**config.mk**
```make
export PLATFORM = sky130hd
export DESIGN_NAME = plru8_victim
export DESIGN_NICKNAME = d
export VERILOG_FILES = /design/src/rtl/plru8_victim.sv
export SDC_FILE = /design/constraint.sdc
export NUM_CORES = 2
export LEC_CHECK = 0
export ABC_AREA = 1
export BUFFER_PORTS_ARGS = -buffer_cell sky130_fd_sc_hd__buf_2
export CORE_UTILIZATION = 40
export DETAILED_ROUTE_END_ITERATION = 8
export HOLD_SLACK_MARGIN = 0.03
export PLACE_DENSITY = 0.57
export SETUP_SLACK_MARGIN = 0.1
export SLEW_MARGIN = 20
export SYNTH_ARGS = -nofsm -noshare
export SYNTH_HDL_FRONTEND = slang
export SYNTH_SLANG_ARGS = --single-unit
export TNS_END_PERCENT = 30
```
**constraint.sdc**
```tcl
create_clock -name clk -period 2.6 [get_ports clk]
set_input_delay 0.13 -clock clk [delete_from_list [all_inputs] [get_ports clk]]
set_output_delay 0.13 -clock clk [all_outputs]
set_load 0.005 [all_outputs]
```
**src/rtl/plru8_victim.sv**
```systemverilog
module plru8_victim #(
  parameter int NUM_SETS    = 128,
  parameter bit STATE_ARRAY = 1'b1,
  localparam int SET_W      = (NUM_SETS > 1) ? $clog2(NUM_SETS) : 1,
  localparam int WAYS       = 8,
  localparam int WAY_W      = $clog2(WAYS),
  localparam int TREE_W     = WAYS - 1
) (
  input  logic              clk,
  input  logic              rst_n,
  input  logic [SET_W-1:0]  set_idx,
  input  logic [TREE_W-1:0] state_in,
  input  logic [WAYS-1:0]   valid_mask,
  input  logic              acc_en,
  input  logic [WAY_W-1:0]  acc_way,
  output logic [WAY_W-1:0]  victim_way,
  output logic [TREE_W-1:0] state_cur,
  output logic [TREE_W-1:0] state_next
);

  logic [TREE_W-1:0] force_mask, force_val;
  logic [WAY_W-1:0]  tree_pick, free_pick;
  logic              all_valid;

  always_comb begin
    unique case (acc_way)
      3'd0: begin force_mask = 7'b0001011; force_val = 7'b0001011; end
      3'd1: begin force_mask = 7'b0001011; force_val = 7'b0000011; end
      3'd2: begin force_mask = 7'b0010011; force_val = 7'b0010001; end
      3'd3: begin force_mask = 7'b0010011; force_val = 7'b0000001; end
      3'd4: begin force_mask = 7'b0100101; force_val = 7'b0100100; end
      3'd5: begin force_mask = 7'b0100101; force_val = 7'b0000100; end
      3'd6: begin force_mask = 7'b1000101; force_val = 7'b1000000; end
      default: begin force_mask = 7'b1000101; force_val = 7'b0000000; end
    endcase
  end

  assign state_next = acc_en ? ((state_cur & ~force_mask) | force_val) : state_cur;

  always_comb begin
    if (state_cur[0])
      tree_pick = state_cur[2] ? (state_cur[6] ? 3'd7 : 3'd6)
                               : (state_cur[5] ? 3'd5 : 3'd4);
    else
      tree_pick = state_cur[1] ? (state_cur[4] ? 3'd3 : 3'd2)
                               : (state_cur[3] ? 3'd1 : 3'd0);
  end

  always_comb begin
    free_pick = '0;
    for (int i = WAYS - 1; i >= 0; i--)
      if (!valid_mask[i]) free_pick = WAY_W'(i);
  end

  assign all_valid  = &valid_mask;
  assign victim_way = all_valid ? tree_pick : free_pick;

  generate
    if (STATE_ARRAY) begin : g_array
      logic [TREE_W-1:0] tree_q [NUM_SETS];
      logic              unused_in;

      assign unused_in = ^state_in;
      assign state_cur = tree_q[set_idx];

      always_ff @(posedge clk or negedge rst_n) begin
        if (!rst_n) begin
          for (int s = 0; s < NUM_SETS; s++) tree_q[s] <= '0;
        end else if (acc_en) begin
          tree_q[set_idx] <= state_next;
        end
      end
    end else begin : g_pass
      logic unused_in;
      assign unused_in = clk ^ rst_n ^ (^set_idx);
      assign state_cur = state_in;
    end
  endgenerate

endmodule


```
==> qor.txt <==
Largest net degree at the start of global routing: 98
DR WL/cell: 20.17 um
Ys Warns: 0
Final WS setup: -0.3331 ns
Max H-tree Level: 3
Reg power frac: 0.411
Number of synthesized flops with an enable pin: 0
Io pins: 45
Post-synth cell types: 31
Initial antenna violation count: 2
Area delta synth->final: 25.41%
Final cell utilization of the core: 0.5067
Detail Route met3 WL: 11720 um
Vias per cell: 5.134
Final worst-path cycle share: 1.128
Die area: 111400 um^2
FF-to-FF Start: g_array.tree_q[644]
Vias: 39823
Die height: 333.8 um
First-pass GRT wire length: 227300 um
RSZ-0062 raised after global routing: yes
Worst slew pin tran: 0.9145 ns
Reg2Reg Depth: 20
Pins Over Slew Limit: 0
Largest registers: g_array.tree_q (896)
Initial core utilization: 0.4040
Clock latency on the worst-skew pair: 0.70 ns
Clock sink count: 896
Mapped Avg Cell Area: 7.445 um^2
Register area share after synthesis: 0.5091
Final setup violation count: 13
Die W: 333.8 um
#FFs+latches synth: 896
DR top layer: met4
Biggest register: g_array.tree_q
CTS root buffer: clkbuf_16
Ranking of synthesized cells by area: dfrtp_1 (51%), nand2_1 (19%), o21ai_1 (6.9%), inv_1 (6.0%), o21ai_0 (3.0%)
Switching share of total power: 0.2884
Post-synth top area cell: dfrtp_1
WS Path Type: reg -> out
Inserted Clock Buffers: 103
VDD IR max: 0.6122 mV
DRC viols: 0
WL met2: 69370 um
Length of the first detailed-routing pass in iterations: 6
Inst Count DP: 7461
Worst-path maximum fanout: 2
Buffer depth of the longest clock path: 3
Placer Congestion: 0.8733
R2R Setup Slk: 0.01 ns
Most common library cells after synthesis: nand2_1 (2209), dfrtp_1 (896), inv_1 (704), o21ai_1 (603), nor2_1 (345)
Critical Path RT: 2.47 ns
Tot GR Track Use: 0.2637
Crit end category: output port
Vias in the first global route: 37569
Most Frequent Cell on Critical Path: nand2_2
Crit. Startpoint: g_array.tree_q[360]
Max FFs per register: 896
Synthesized Nets: 5944
Skew final: 0.03524 ns
Non-filler cells, final: 7757
Total power divided by cell area: 705.2 nW/um^2
Crit-path cells: inv_1, nand2_1, nand3_2, nand2_2, o21ai_4, nand2_2, nor2_4, buf_4, nor2_1, nor2_2, nand2_4, buf_6, nand2_2, nand3_2, nand3_4, nand2_2, buf_2
Syn Inst Count: 5916
CP Launch Type: flip-flop
Cell area after synthesis: 44040 um^2
CP delay by family, top: simple AND/OR/NAND/NOR gates
CTS tree: done
Worst r2r dst: g_array.tree_q[14]
Synth async-reset ratio: 1.000
Clock share of power: 0.398
Num rows: 121
Cell Int Power: 27.72 mW
Top cell type's share of synthesized area: 0.5091
Critical path depth: 17
F_max: 340.9 MHz
Minimum clock period: 2.933 ns
CORE AREA: 109000 um^2
Most frequent cell after synthesis: nand2_1
Port Buffer Count: 37
Clock Pin Slew Worst Setup and Hold Paths: 0.06 ns
Final Hold Viols: 0
Critical-path top delay cell: dfrtp_1
Post-route ant nets: 0
Worst Path Buf+Inv: 4
LEAKAGE: 26.84 nW
Fin nets: 6282
Outcome: finished with violations
Sw power: 11.23 mW
DP Wirelength: 95940 um
M1 WL: 69890 um
Grt ovf: 0
Slew HR: 0.3881
Top FF cell, synth: dfrtp_1
CP Data Arrival Time: 2.80 ns
Worst setup endpoint: victim_way[0]
Share of cells above drive strength 1: 0.1695
Max Cap Violations: 0
Failing checks: negative setup slack
Min-delay worst type: in -> async
Final wirelength: 156500 um
CP max stage delay: 0.36 ns
Comb power frac: 0.191
Fillers: 10438
Multi-input logic area: 18130 um^2
Sequential cell area: 22420 um^2
Iter 0 DRT Violations: 3409
## metrics by stage
stage               TNS (ns)  hold slack, ns  setup slack (ns)  area (um^2)  power (mW)
finish                -2.253         0.04219           -0.3331        55240       38.95
global route          -7.507         0.07589           -0.4439        55230       40.51
CTS                   -2.892         0.04576           -0.3868        53020       37.95
detailed placement   -238.55          0.1679           -0.5050        48620       22.06
global placement     -229.76          0.1886           -0.4954        48620       21.94
floorplan                  0         -0.1656            0.4858        44040       19.58
## what timing repair did
item / in CTS / in global routing
resized for setup: 140 / 286
setup endpoints to repair: 197 / 807
hold buffers: 2 / 0
endpoints found under the hold margin: 549 / 0
pin swaps: 64 / 104
setup buffers: 20 / 38
gates cloned: 6 / 44
## worst register-to-register path, stage by stage (launching register included)
cell	delay [ns]
dfrtp_1	0.38
nand2_1	0.09
nand2_1	0.07
nand2_1	0.06
nand2_1	0.06
nand2_1	0.06
nand2_1	0.07
nand2_2	0.07
nand2_2	0.08
o21ai_1	0.14
buf_4	0.16
nand2_4	0.08
inv_4	0.08
nand2_8	0.08
buf_6	0.14
a21oi_4	0.19
buf_4	0.17
buf_4	0.13
clkbuf_16	0.14
buf_4	0.12
o21ai_0	0.08
## logic make-up (layout without fill, tap and decap cells)
family                 after synthesis  count (layout)  share of synthesized area
buffers and inverters             1067            1492                     0.1036
flip-flops                         896             896                     0.5091
AO/OA/AOI/OAI                     1043            1043                     0.1253
other                                0               2                          0
AND/OR/NAND/NOR                   2910            2910                     0.2620
## worst min-delay path by stage
stage                          endpoint  slack (ns)  cells after the start
finish              g_array.tree_q[346]        0.04                      2
global route        g_array.tree_q[377]        0.08                      2
CTS                 g_array.tree_q[391]        0.05                      2
global placement    g_array.tree_q[391]        0.19                      1
floorplan             g_array.tree_q[0]       -0.17                      0
detailed placement  g_array.tree_q[346]        0.17                      1
## per-layer routing
layer  vias to the layer above  track usage
li1                      19179            -
met1                     19008       0.3783
met2                      1344       0.4104
met3                       292      0.03636
met4                         0      0.08540
met5                         -            0
## layout by cell type (no fill, tap or decap), drive strengths merged, types with 29 or more instances in the layout
cell    Yosys  layout
inv       732     733
or2        39      39
clkinv      7      29
buf       231     519
nand2    2211    2211
nand3     254     254
o21ai     868     868
nor3       46      46
a21oi      64      64
nor2      351     351
clkbuf     97     196
o211ai    108     108
dfrtp     896     896
## cell type report
class                      count  area share
timing repair buffer         561      0.1171
multi-input combinational   3953      0.3283
clock inverter                36    0.008132
sequential                   896      0.4059
inverter                     739     0.05085
clock buffer                 156     0.05760
antenna                        2  0.00009061
tap                         1414     0.03203
## power by group through the flow
stage / sequential (mW) / clock [mW] / combinational (mW)
6_report: 16.0 / 15.5 / 7.45
5_1_grt: 16.2 / 16.3 / 8.07
4_1_cts: 16.0 / 15.7 / 6.24
3_5_place_dp: 16.2 / 0 / 5.82
3_3_place_gp: 16.2 / 0 / 5.74
2_1_floorplan: 16.1 / 0 / 3.48
(Power assumes the default switching activity.)
